[src/rtl/i2cs_pkg.sv]
package i2cs_pkg;

    typedef enum logic [1:0] {
        SEQ_IDLE = 2'd0,
        SEQ_LEAD = 2'd1,
        SEQ_LOW  = 2'd2,
        SEQ_DONE = 2'd3
    } seq_state_e;

    localparam int CTRL_W   = 5;
    localparam int CB_START = 0;

    typedef struct packed {
        logic done;
        logic bcol;
        logic wcol;
        logic seen;
    } flag_t;

endpackage

[src/rtl/i2cs_sync.sv]
module i2cs_sync #(
    parameter int              WIDTH  = 2,
    parameter int              STAGES = 2,
    parameter logic [WIDTH-1:0] INIT  = '1
) (
    input  logic             clk,
    input  logic             rst_n,
    input  logic [WIDTH-1:0] async_d,
    output logic [WIDTH-1:0] sync_q
);

    generate
        for (genvar s = 0; s < STAGES; s++) begin : g_stage
            logic [WIDTH-1:0] q_r;
            if (s == 0) begin : g_first
                always_ff @(posedge clk or negedge rst_n) begin
                    if (!rst_n) q_r <= INIT;
                    else        q_r <= async_d;
                end
            end else begin : g_next
                always_ff @(posedge clk or negedge rst_n) begin
                    if (!rst_n) q_r <= INIT;
                    else        q_r <= g_stage[s-1].q_r;
                end
            end
        end
    endgenerate

    assign sync_q = g_stage[STAGES-1].q_r;

endmodule

[src/rtl/i2cs_brg.sv]
module i2cs_brg #(
    parameter int RW = 7
) (
    input  logic          clk,
    input  logic          rst_n,
    input  logic          load,
    input  logic          run,
    input  logic [RW-1:0] reload_val,
    output logic          expired
);

    logic [RW-1:0] count_d, count_q;

    always_comb begin
        count_d = count_q;
        if (load) begin
            count_d = reload_val;
        end else if (run && (count_q != '0)) begin
            count_d = count_q - 1'b1;
        end
    end

    assign expired = run && (count_q == '0);

    always_ff @(posedge clk or negedge rst_n) begin
        if (!rst_n) count_q <= '0;
        else        count_q <= count_d;
    end

    // a load takes the reload value on the next edge
    a_r2_load_value: assert property (@(posedge clk) disable iff (!rst_n)
        load |=> (count_q == $past(reload_val)));

    // one step per clock while running
    a_r11_count_step: assert property (@(posedge clk) disable iff (!rst_n)
        (run && !load && (count_q != '0)) |=> (count_q == $past(count_q) - 1'b1));

endmodule

[src/rtl/i2cs_seq.sv]
module i2cs_seq
    import i2cs_pkg::*;
(
    input  logic clk,
    input  logic rst_n,
    input  logic start_req,
    input  logic sda_s,
    input  logic scl_s,
    input  logic expired,
    output logic load,
    output logic run,
    output logic launch,
    output logic start_evt,
    output logic done_evt,
    output logic bcol_evt,
    output logic sda_pull
);

    typedef struct packed {
        seq_state_e st;
    } seq_regs_t;

    seq_regs_t s_d, s_q;

    always_comb begin
        s_d       = s_q;
        load      = 1'b0;
        launch    = 1'b0;
        start_evt = 1'b0;
        done_evt  = 1'b0;
        bcol_evt  = 1'b0;
        unique case (s_q.st)
            SEQ_IDLE, SEQ_DONE: begin
                if (start_req) begin
                    if (sda_s && scl_s) begin
                        load   = 1'b1;
                        launch = 1'b1;
                        s_d.st = SEQ_LEAD;
                    end else begin
                        bcol_evt = 1'b1;
                        s_d.st   = SEQ_IDLE;
                    end
                end
            end
            SEQ_LEAD: begin
                if (!scl_s || (expired && !sda_s)) begin
                    bcol_evt = 1'b1;
                    s_d.st   = SEQ_IDLE;
                end else if (expired) begin
                    load      = 1'b1;
                    start_evt = 1'b1;
                    s_d.st    = SEQ_LOW;
                end
            end
            SEQ_LOW: begin
                if (expired) begin
                    done_evt = 1'b1;
                    s_d.st   = SEQ_DONE;
                end
            end
            default: s_d.st = SEQ_IDLE;
        endcase
    end

    assign run      = (s_q.st == SEQ_LEAD) || (s_q.st == SEQ_LOW);
    assign sda_pull = (s_q.st == SEQ_LOW)  || (s_q.st == SEQ_DONE);

    always_ff @(posedge clk or negedge rst_n) begin
        if (!rst_n) s_q.st <= SEQ_IDLE;
        else        s_q    <= s_d;
    end

    // SDA is pulled only after the first period has run out
    a_r3_pull_after_timeout: assert property (@(posedge clk) disable iff (!rst_n)
        $rose(sda_pull) |-> $past(expired && (s_q.st == SEQ_LEAD)));

    // an abort leaves SDA released
    a_r6_abort_releases: assert property (@(posedge clk) disable iff (!rst_n)
        bcol_evt |=> !sda_pull);

endmodule

[src/rtl/i2c_start_seq.sv]
module i2c_start_seq
    import i2cs_pkg::*;
#(
    parameter int RELOAD_W    = 7,
    parameter int DATA_W      = 8,
    parameter int SYNC_STAGES = 2
) (
    input  logic                clk,
    input  logic                rst_n,
    input  logic                ctrl_wr,
    input  logic [CTRL_W-1:0]   ctrl_wdata,
    input  logic                reload_wr,
    input  logic [RELOAD_W-1:0] reload_wdata,
    input  logic                txbuf_wr,
    input  logic [DATA_W-1:0]   txbuf_wdata,
    input  logic                clr_done,
    input  logic                clr_bcol,
    input  logic                clr_wcol,
    input  logic                sda_in,
    input  logic                scl_in,
    output logic                sda_pull,
    output logic [CTRL_W-1:0]   ctrl_rd,
    output logic [DATA_W-1:0]   txbuf_rd,
    output logic                start_seen,
    output logic                done_flag,
    output logic                bcol_flag,
    output logic                wcol_flag
);

    localparam int LINES = 2;

    typedef struct packed {
        logic [CTRL_W-1:0]   ctrl;
        logic [RELOAD_W-1:0] reload;
        logic [DATA_W-1:0]   txbuf;
        flag_t               flags;
    } regs_t;

    regs_t r_d, r_q;

    logic [LINES-1:0] lines_s;
    logic sda_s, scl_s;
    logic load, run, launch, start_evt, done_evt, bcol_evt, expired;
    logic busy;

    i2cs_sync #(
        .WIDTH (LINES),
        .STAGES(SYNC_STAGES),
        .INIT  ({LINES{1'b1}})
    ) u_sync (
        .clk    (clk),
        .rst_n  (rst_n),
        .async_d({scl_in, sda_in}),
        .sync_q (lines_s)
    );

    assign sda_s = lines_s[0];
    assign scl_s = lines_s[1];
    assign busy  = r_q.ctrl[CB_START];

    i2cs_seq u_seq (
        .clk      (clk),
        .rst_n    (rst_n),
        .start_req(busy),
        .sda_s    (sda_s),
        .scl_s    (scl_s),
        .expired  (expired),
        .load     (load),
        .run      (run),
        .launch   (launch),
        .start_evt(start_evt),
        .done_evt (done_evt),
        .bcol_evt (bcol_evt),
        .sda_pull (sda_pull)
    );

    i2cs_brg #(
        .RW(RELOAD_W)
    ) u_brg (
        .clk       (clk),
        .rst_n     (rst_n),
        .load      (load),
        .run       (run),
        .reload_val(r_q.reload),
        .expired   (expired)
    );

    always_comb begin
        r_d = r_q;
        if (ctrl_wr && !busy) begin
            r_d.ctrl = ctrl_wdata;
        end
        if (done_evt || bcol_evt) begin
            r_d.ctrl[CB_START] = 1'b0;
        end
        if (reload_wr) begin
            r_d.reload = reload_wdata;
        end
        if (clr_wcol) r_d.flags.wcol = 1'b0;
        if (txbuf_wr) begin
            if (busy) r_d.flags.wcol = 1'b1;
            else      r_d.txbuf      = txbuf_wdata;
        end
        if (launch || bcol_evt) r_d.flags.seen = 1'b0;
        if (start_evt)          r_d.flags.seen = 1'b1;
        if (clr_done) r_d.flags.done = 1'b0;
        if (done_evt) r_d.flags.done = 1'b1;
        if (clr_bcol) r_d.flags.bcol = 1'b0;
        if (bcol_evt) r_d.flags.bcol = 1'b1;
    end

    always_ff @(posedge clk or negedge rst_n) begin
        if (!rst_n) r_q <= '0;
        else        r_q <= r_d;
    end

    assign ctrl_rd    = r_q.ctrl;
    assign txbuf_rd   = r_q.txbuf;
    assign start_seen = r_q.flags.seen;
    assign done_flag  = r_q.flags.done;
    assign bcol_flag  = r_q.flags.bcol;
    assign wcol_flag  = r_q.flags.wcol;

    // completion clears start and keeps SDA held
    a_r4_done_clears_start: assert property (@(posedge clk) disable iff (!rst_n)
        done_evt |=> (!ctrl_rd[CB_START] && sda_pull && done_flag));

    // a rejected byte write leaves the buffer alone
    a_r7_txbuf_frozen: assert property (@(posedge clk) disable iff (!rst_n)
        (ctrl_rd[CB_START] && txbuf_wr) |=> ($stable(txbuf_rd) && wcol_flag));

    // control writes are dropped during a sequence
    a_r8_ctrl_frozen: assert property (@(posedge clk) disable iff (!rst_n)
        (ctrl_rd[CB_START] && ctrl_wr && !done_evt && !bcol_evt) |=> $stable(ctrl_rd));

    // collision flag holds without a clear
    a_r9_bcol_sticky: assert property (@(posedge clk) disable iff (!rst_n)
        (bcol_flag && !clr_bcol) |=> bcol_flag);

    // set wins over a same-edge clear
    a_r9_set_wins: assert property (@(posedge clk) disable iff (!rst_n)
        (done_evt && clr_done) |=> done_flag);

endmodule

[config.mk]
export PLATFORM = sky130hd
export DESIGN_NAME = i2c_start_seq
export DESIGN_NICKNAME = d
export VERILOG_FILES = /design/src/rtl/i2cs_pkg.sv /design/src/rtl/i2cs_sync.sv /design/src/rtl/i2cs_brg.sv /design/src/rtl/i2cs_seq.sv /design/src/rtl/i2c_start_seq.sv
export SDC_FILE = /design/constraint.sdc
export NUM_CORES = 1
export LEC_CHECK = 0
export ABC_CLOCK_PERIOD_IN_PS = 2000
export BUFFER_PORTS_ARGS = -buffer_cell sky130_fd_sc_hd__buf_4
export CAP_MARGIN = 20
export CORE_MARGIN = 10
export CORE_UTILIZATION = 52
export DETAILED_ROUTE_END_ITERATION = 8
export GPL_TIMING_DRIVEN = 0
export PLACE_DENSITY = 0.78
export REMOVE_ABC_BUFFERS = 1
export SLEW_MARGIN = 20
export SYNTH_ARGS = -nofsm -noshare
export SYNTH_HDL_FRONTEND = slang
export SYNTH_SLANG_ARGS = --single-unit
[constraint.sdc]
create_clock -name clk -period 2 [get_ports clk]
set_input_delay 0.2 -clock clk [delete_from_list [all_inputs] [get_ports clk]]
set_output_delay 0.2 -clock clk [all_outputs]
set_load 0.01 [all_outputs]
==> results of run 1 <==
==> how the worst max path moves through the flow <==
stage / startpoint / cells past startpoint / slack (ns) / endpoint
floorplan: u_brg.count_q[2] / 4 / 0.20 / u_brg.count_q[0]
global placement: u_brg.count_q[2] / 4 / 0.08 / u_brg.count_q[0]
detailed placement: u_seq.s_q[0] / 6 / 0.05 / u_brg.count_q[3]
CTS: u_seq.s_q[0] / 6 / 0.04 / u_brg.count_q[3]
global route: u_brg.count_q[2] / 4 / 0.02 / u_brg.count_q[3]
finish: u_brg.count_q[2] / 4 / 0.1 / u_brg.count_q[3]
==> per-stage QoR <==
stage          power, uW  setup slack (ns)
2_1_floorplan       1970             0.203
3_3_place_gp        2390            0.0827
3_5_place_dp        2450            0.0518
4_1_cts             3010            0.0376
5_1_grt             3220            0.0157
6_report            2990            0.0964
==> synthesized netlist by cell type <==
cell type / n / area share, %
sky130_fd_sc_hd__mux2i_1: 3 / 1.7
sky130_fd_sc_hd__a31oi_4: 1 / 1.2
sky130_fd_sc_hd__ha_1: 5 / 3.5
sky130_fd_sc_hd__nor4b_1: 1 / 0.49
sky130_fd_sc_hd__or3_1: 1 / 0.35
sky130_fd_sc_hd__and3b_1: 1 / 0.49
sky130_fd_sc_hd__or2_2: 2 / 0.69
sky130_fd_sc_hd__a211oi_1: 1 / 0.42
sky130_fd_sc_hd__nand3_1: 3 / 0.83
sky130_fd_sc_hd__dfrtp_1: 33 / 46
sky130_fd_sc_hd__o221ai_1: 3 / 1.5
sky130_fd_sc_hd__nor3_4: 1 / 0.90
sky130_fd_sc_hd__nor4_1: 2 / 0.69
sky130_fd_sc_hd__o21ai_0: 6 / 1.7
sky130_fd_sc_hd__buf_4: 13 / 5.4
sky130_fd_sc_hd__dfstp_2: 4 / 5.8
sky130_fd_sc_hd__nor3_1: 1 / 0.28
sky130_fd_sc_hd__nor2b_1: 4 / 1.4
sky130_fd_sc_hd__and2_1: 1 / 0.35
sky130_fd_sc_hd__mux2_2: 23 / 14
sky130_fd_sc_hd__o22ai_1: 2 / 0.69
sky130_fd_sc_hd__nand2_1: 8 / 1.7
sky130_fd_sc_hd__nand2b_1: 1 / 0.35
sky130_fd_sc_hd__o211ai_1: 1 / 0.42
sky130_fd_sc_hd__nand3b_1: 1 / 0.42
sky130_fd_sc_hd__a21o_1: 1 / 0.42
sky130_fd_sc_hd__xnor2_1: 5 / 2.4
sky130_fd_sc_hd__or4_4: 1 / 0.62
sky130_fd_sc_hd__inv_1: 11 / 2.3
sky130_fd_sc_hd__clkbuf_1: 2 / 0.42
sky130_fd_sc_hd__nand4_1: 1 / 0.35
sky130_fd_sc_hd__nor2_1: 1 / 0.21
sky130_fd_sc_hd__a31oi_1: 2 / 0.69
sky130_fd_sc_hd__a21oi_1: 5 / 1.4
==> power by group through the flow <==
stage          clock, uW  combinational [uW]  sequential (uW)
5_1_grt              596                1370             1260
6_report             536                1240             1210
2_1_floorplan          0                 712             1260
3_3_place_gp           0                1190             1200
4_1_cts              561                1240             1210
3_5_place_dp           0                1230             1220
==> kinds of logic after synthesis <==
kind of cell    synth area share, %
flops                          51.6
simple gates                   10.1
compound gates                 8.32
mux                            16.0
buf+inv                        8.11
xor+xnor                       2.43
fa+ha+maj                      3.47
==> state kept, by name, summed over array words and instances, names as in the netlist <==
| signal | count |
|---|---|
| u_brg.count_q | 7 |
| start_seen | 1 |
| bcol_flag | 1 |
| done_flag | 1 |
| u_sync.g_stage.q_r | 2 |
| r_q | 7 |
| txbuf_rd | 8 |
| wcol_flag | 1 |
| u_seq.s_q | 2 |
| ctrl_rd | 5 |
| u_sync.sync_q | 2 |
==> worst register-to-register path, cell delays in order, from the launching register on <==
cell and delay (ns):
sky130_fd_sc_hd__dfrtp_1 0.44, sky130_fd_sc_hd__or4_4 0.59, sky130_fd_sc_hd__nor3_4 0.26, sky130_fd_sc_hd__a31oi_4 0.19, sky130_fd_sc_hd__mux2_2 0.31
==> metal layers <==
metal | up-vias | global-route usage [%]
met4 | 0 | 4.66
met2 | 55 | 20.0
met5 | - | 0
met1 | 603 | 13.3
met3 | 6 | 5.86
li1 | 603 | -
==> layout make-up <==
cell class,count,area [um^2]
clock buffer,7,55.1
timing repair buffer,50,383
tap,46,57.6
sequential,37,931
clock inverter,1,30.0
multi-input combinational,88,741
fill,263,1100
inverter,11,41.3
==> what timing repair did <==
item | CTS | global route
hold buffers | 3 | 0
gates resized for setup | 0 | 4
hold endpoints to repair | 35 | 0
endpoints found under the setup margin | 0 | 8
==> implementation parameters, run 1 <==
Parameter                              Value

Status
  Status    complete, no violations

Synth
  Post-synthesis cell type count    34
  Number of instances in the synthesized netlist    151
  Count of warnings emitted by yosys    0
  Total standard cell area after synthesis    0.00180 mm^2
  Average size of a mapped cell    11.9 um^2
  Register area share after synthesis    51.6%
  Number of register bits inferred by synthesis    37

Detailed routing
  Top Metal Used    met4
  First-pass iteration count of the detailed router    4
  Met3 wirelength from detailed routing    358 um
  Aggregate routed wire length    3700 um
  Post-route ant nets    0
  # DRC    0
  DR vias    1267
  Met2 wire length    1850 um
  WL/cell    15.4 um
  Vias per cell    5.28
  Met1 layer wirelength in the final routing    1450 um
  DR iter-0 viols    130

Hold path
  Capture endpoint of the worst hold path    done_flag
  Type of the most critical hold path    in -> reg
  Worst hold start    clr_done
  Number of cells traversed by the worst hold path    2

Timing
  Slew of the pin with the lowest slew margin    0.670 ns
  Max transition margin    55.2%
  Final cycle utilization of the critical path    95.2%
  Final clock skew    0.00146 ns
  Final critical-path required period    1.90 ns
  Max-slew violation total from the final report    0
  Minimum hold slack    0.0401 ns
  Final setup vio count    0
  Final hold violations    0
  RSZ-0062 raised after global routing    false
  Maximum clock frequency    0.525 GHz
  Setup tns final    0 ns

Final layout
  Share of the core filled with cells in the final layout    67.1%
  Diode count    0
  Count of nets after finishing    228
  Final Instance Count excl. Fillers    240
  Finished layout cell area    0.00224 mm^2
  Layout cell share with drive strength beyond 1    45.9%
  Most common cell after layout, fill and taps aside    sky130_fd_sc_hd__buf_4
  Commonest non-fill, non-tap cells in the layout    sky130_fd_sc_hd__buf_4 (47), sky130_fd_sc_hd__dfrtp_1 (33), sky130_fd_sc_hd__mux2_2 (23)
  Area Growth Syn to Fin    24.1%

CTS
  CTS root buf    sky130_fd_sc_hd__clkbuf_4
  H-tree level count    2
  CTS sink count    37
  TritonCTS Buffers    5
  CTS tree    built
  Clock Latency Late Sink    0.33 ns
  Buffers inserted during post-CTS setup optimization    0
  Clock Pin Slew Worst Setup and Hold Paths    0.11 ns
  Buffer levels on the longest clock path    2

Placed design
  Total instance count after detailed placement    229
  Area after DPL    0.00211 mm^2
  Port Buffers    47
  Detailed-placement wirelength estimate    2850 um
  RD Place Congestion    0.838

Critical path
  Count of buffer and inverter cells on the critical path    0
  Cell-by-cell listing of the critical path    or4_4 -> nor3_4 -> a31oi_4 -> mux2_2
  Maximum fanout along the worst path    6
  Gate family responsible for the most delay along the worst path    simple AND/OR/NAND/NOR gates
  Reg2Reg Depth    4
  Endpoint kind of the worst setup timing path    register
  Data required time at the worst endpoint    2.23 ns
  Slack of the worst reg-to-reg path    0.1 ns
  Arr. time, crit path    2.13 ns
  Startpoint of the worst-slack reg-to-reg timing path    u_brg.count_q[2]
  Slowest cell on crit path    sky130_fd_sc_hd__or4_4
  Capture point of the worst reg-to-reg path    u_brg.count_q[3]
  Critical path class    reg -> reg
  Critical Path Max Stage Delay    0.59 ns
  Launching element type of the critical path    register

Power and ir drop
  Part of the total power dissipated in combinational logic    41.5%
  Power Density    1340 mW/mm^2
  Share of total power consumed by net switching    34.0%
  Part of the total power dissipated in the clock network    17.9%
  Switching power    1020 uW
  Leak pwr    0.00102 uW
  Peak supply drop    0.822 mV
  Flop pwr share    40.6%
  Internal power component    1970 uW

Die
  Number of placed I/O pins    48
  Cell Rows    21
  Overall die area    0.00623 mm^2
  Effective utilization at floorplan    54.1%
  Die X-Extent    78.9 um
  Die height    78.9 um
  Core outline area    0.00334 mm^2

Global routing
  Residual overflow from global routing    0
  Maximum number of pins on one net before global-route repair    38
  Global-route wire length before repair    6150 um
  Total global-route track usage    12.1%
  Initial antenna violation count    0
  Number of global-route vias before repair    1356

Flow run
  Max Cap Violations    0
No activity file was read; power rests on OpenSTA's default activity.
==> inputs of run 2 (changes only) <==
Settings changed: ABC_CLOCK_PERIOD_IN_PS 2000 to 2100.
Clock period 2 ns to 2.1 ns, I/O delays scaled along.
==> run 2 against run 1 <==
Against the previous run:
- fmax decreased by 3.5%
- combinational power is 6% lower
- die area unchanged
- non-clock buffer count did not move
- critical path depth is 2 higher
- register-to-register slack improved by 0.03 ns
==> implementation parameters, run 2 (synthesis gave the netlist of run 1 again) <==
Parameter                              Value

Timing
  Setup tns final    0 ns
  RSZ-0062 raised after global routing    false
  Maximum clock frequency    0.507 GHz
  Final cycle utilization of the critical path    94.0%
  Final critical-path required period    1.97 ns
  Max transition margin    55.2%
  Max-slew violation total from the final report    0
  Final setup vio count    0
  Final clock skew    0.00219 ns
  Final hold violations    0
  Slew of the pin with the lowest slew margin    0.670 ns

Flow run
  Max Cap Violations    0

Final layout
  Count of nets after finishing    228
  Commonest non-fill, non-tap cells in the layout    sky130_fd_sc_hd__buf_4 (47), sky130_fd_sc_hd__dfrtp_1 (33), sky130_fd_sc_hd__mux2_2 (23)
  Flip-flop count of the largest register, all copies and words added    8
  Share of the core filled with cells in the final layout    66.7%
  Sequential cell area    931 um^2
  Area Growth Syn to Fin    23.3%
  Diode count    0
  Multi-input logic area    727 um^2
  Most common cell after layout, fill and taps aside    sky130_fd_sc_hd__buf_4
  Layout cell share with drive strength beyond 1    44.3%
  Filler Cell Count    262

Critical path
  Launching element type of the critical path    register
  Maximum fanout along the worst path    7
  Data required time at the worst endpoint    2.33 ns
  Endpoint kind of the worst setup timing path    register
  Critical path class    reg -> reg
  Arr. time, crit path    2.20 ns

Detailed routing
  Vias per cell    5.22
  First-pass iteration count of the detailed router    4
  WL/cell    15.3 um
  DR vias    1252
  Post-route ant nets    0
  Aggregate routed wire length    3680 um
  DR iter-0 viols    155
  # DRC    0

Status
  Status    complete, no violations

Power and ir drop
  Peak supply drop    0.783 mV
  Share of total power consumed by net switching    33.9%
  Part of the total power dissipated in combinational logic    41.3%
  Power Density    1270 mW/mm^2
  Switching power    958 uW
  Leak pwr    0.00102 uW
  Internal power component    1870 uW
  Part of the total power dissipated in the clock network    18.1%
  Flop pwr share    40.6%

Placed design
  Detailed-placement wirelength estimate    2850 um
  Port Buffers    47
  RD Place Congestion    0.838

Hold path
  Type of the most critical hold path    in -> reg

Global routing
  Number of global-route vias before repair    1356
  Maximum number of pins on one net before global-route repair    38
  Global-route wire length before repair    6150 um
  Residual overflow from global routing    0
  Initial antenna violation count    0
  Total global-route track usage    12.1%

Die
  Die height    78.9 um
  Core outline area    0.00334 mm^2
  Overall die area    0.00623 mm^2
  Number of placed I/O pins    48
  Die X-Extent    78.9 um
  Effective utilization at floorplan    54.1%
  Cell Rows    21

CTS
  Buffer levels on the longest clock path    2
  CTS tree    built
  Buffers inserted during post-CTS setup optimization    0
  CTS sink count    37
  Clock Pin Slew Worst Setup and Hold Paths    0.11 ns
  Clock Latency Late Sink    0.33 ns
  CTS root buf    sky130_fd_sc_hd__clkbuf_4
  H-tree level count    2
  TritonCTS Buffers    5
[run 2: path summary, 6_finish.rpt]
kind,endpoint,slack (ns),from,depth (start not counted)
max,u_brg.count_q[3],0.13,u_seq.s_q[0],6
min,done_flag,0.05,clr_done,2
max reg2reg,u_brg.count_q[3],0.13,u_seq.s_q[0],6
min reg2reg,u_sync.sync_q[1],0.36,u_sync.g_stage[0].q_r[1],0
max in group asynchronous,u_sync.sync_q[0],1.39,rst_n,2
min in group asynchronous,u_seq.s_q[1],0.35,rst_n,2
[run 2: final cells by class]
cell class	instances	share of cell area, %
clock buffer	7	2.47
clock inverter	1	1.35
inverter	11	1.86
multi-input combinational	88	32.7
sequential	37	41.8
tap	46	2.59
timing repair buffer	50	17.2
[run 2: repair_timing]
item,4_1_cts,5_1_grt
resized for setup,0,1
endpoints found under the hold margin,35,0
setup endpoints to repair,0,1
hold buffers,3,0
[run 2: power by group through the flow]
stage                     Clock, uW  Sequential, uW  Combinational (uW)
after floorplan                   0            1200                 678
after global placement            0            1150                1130
after detailed placement          0            1160                1170
after CTS                       534            1150                1180
after global routing            568            1190                1290
final                           511            1150                1170
[run 2: worst max-delay path, stage by stage (launching register included)]
cell	delay, ns
sky130_fd_sc_hd__dfrtp_1	0.42
sky130_fd_sc_hd__inv_1	0.06
sky130_fd_sc_hd__ha_1	0.45
sky130_fd_sc_hd__nand2_1	0.15
sky130_fd_sc_hd__nor3_1	0.36
sky130_fd_sc_hd__a31oi_4	0.11
sky130_fd_sc_hd__mux2_2	0.31
[run 2: routing by layer]
metal	track usage, %	wire [um]	vias up
met2	20.0	1830	43
met1	13.3	1480	602
met4	4.66	42	0
met5	0	0	-
met3	5.86	321	7
li1	-	-	600
[run 2: through the flow]
stage               hold slack [ns]  cells  worst slack, ns  cell area, um^2  power, uW
global placement              0.189    229            0.183             2110       2280
finish                       0.0518    240            0.127             2220       2830
floorplan                   -0.0856    136            0.303             1700       1870
global route                 0.0273    240           0.0427             2220       3050
detailed placement            0.197    229            0.152             2110       2330
CTS                          0.0318    240            0.138             2220       2870
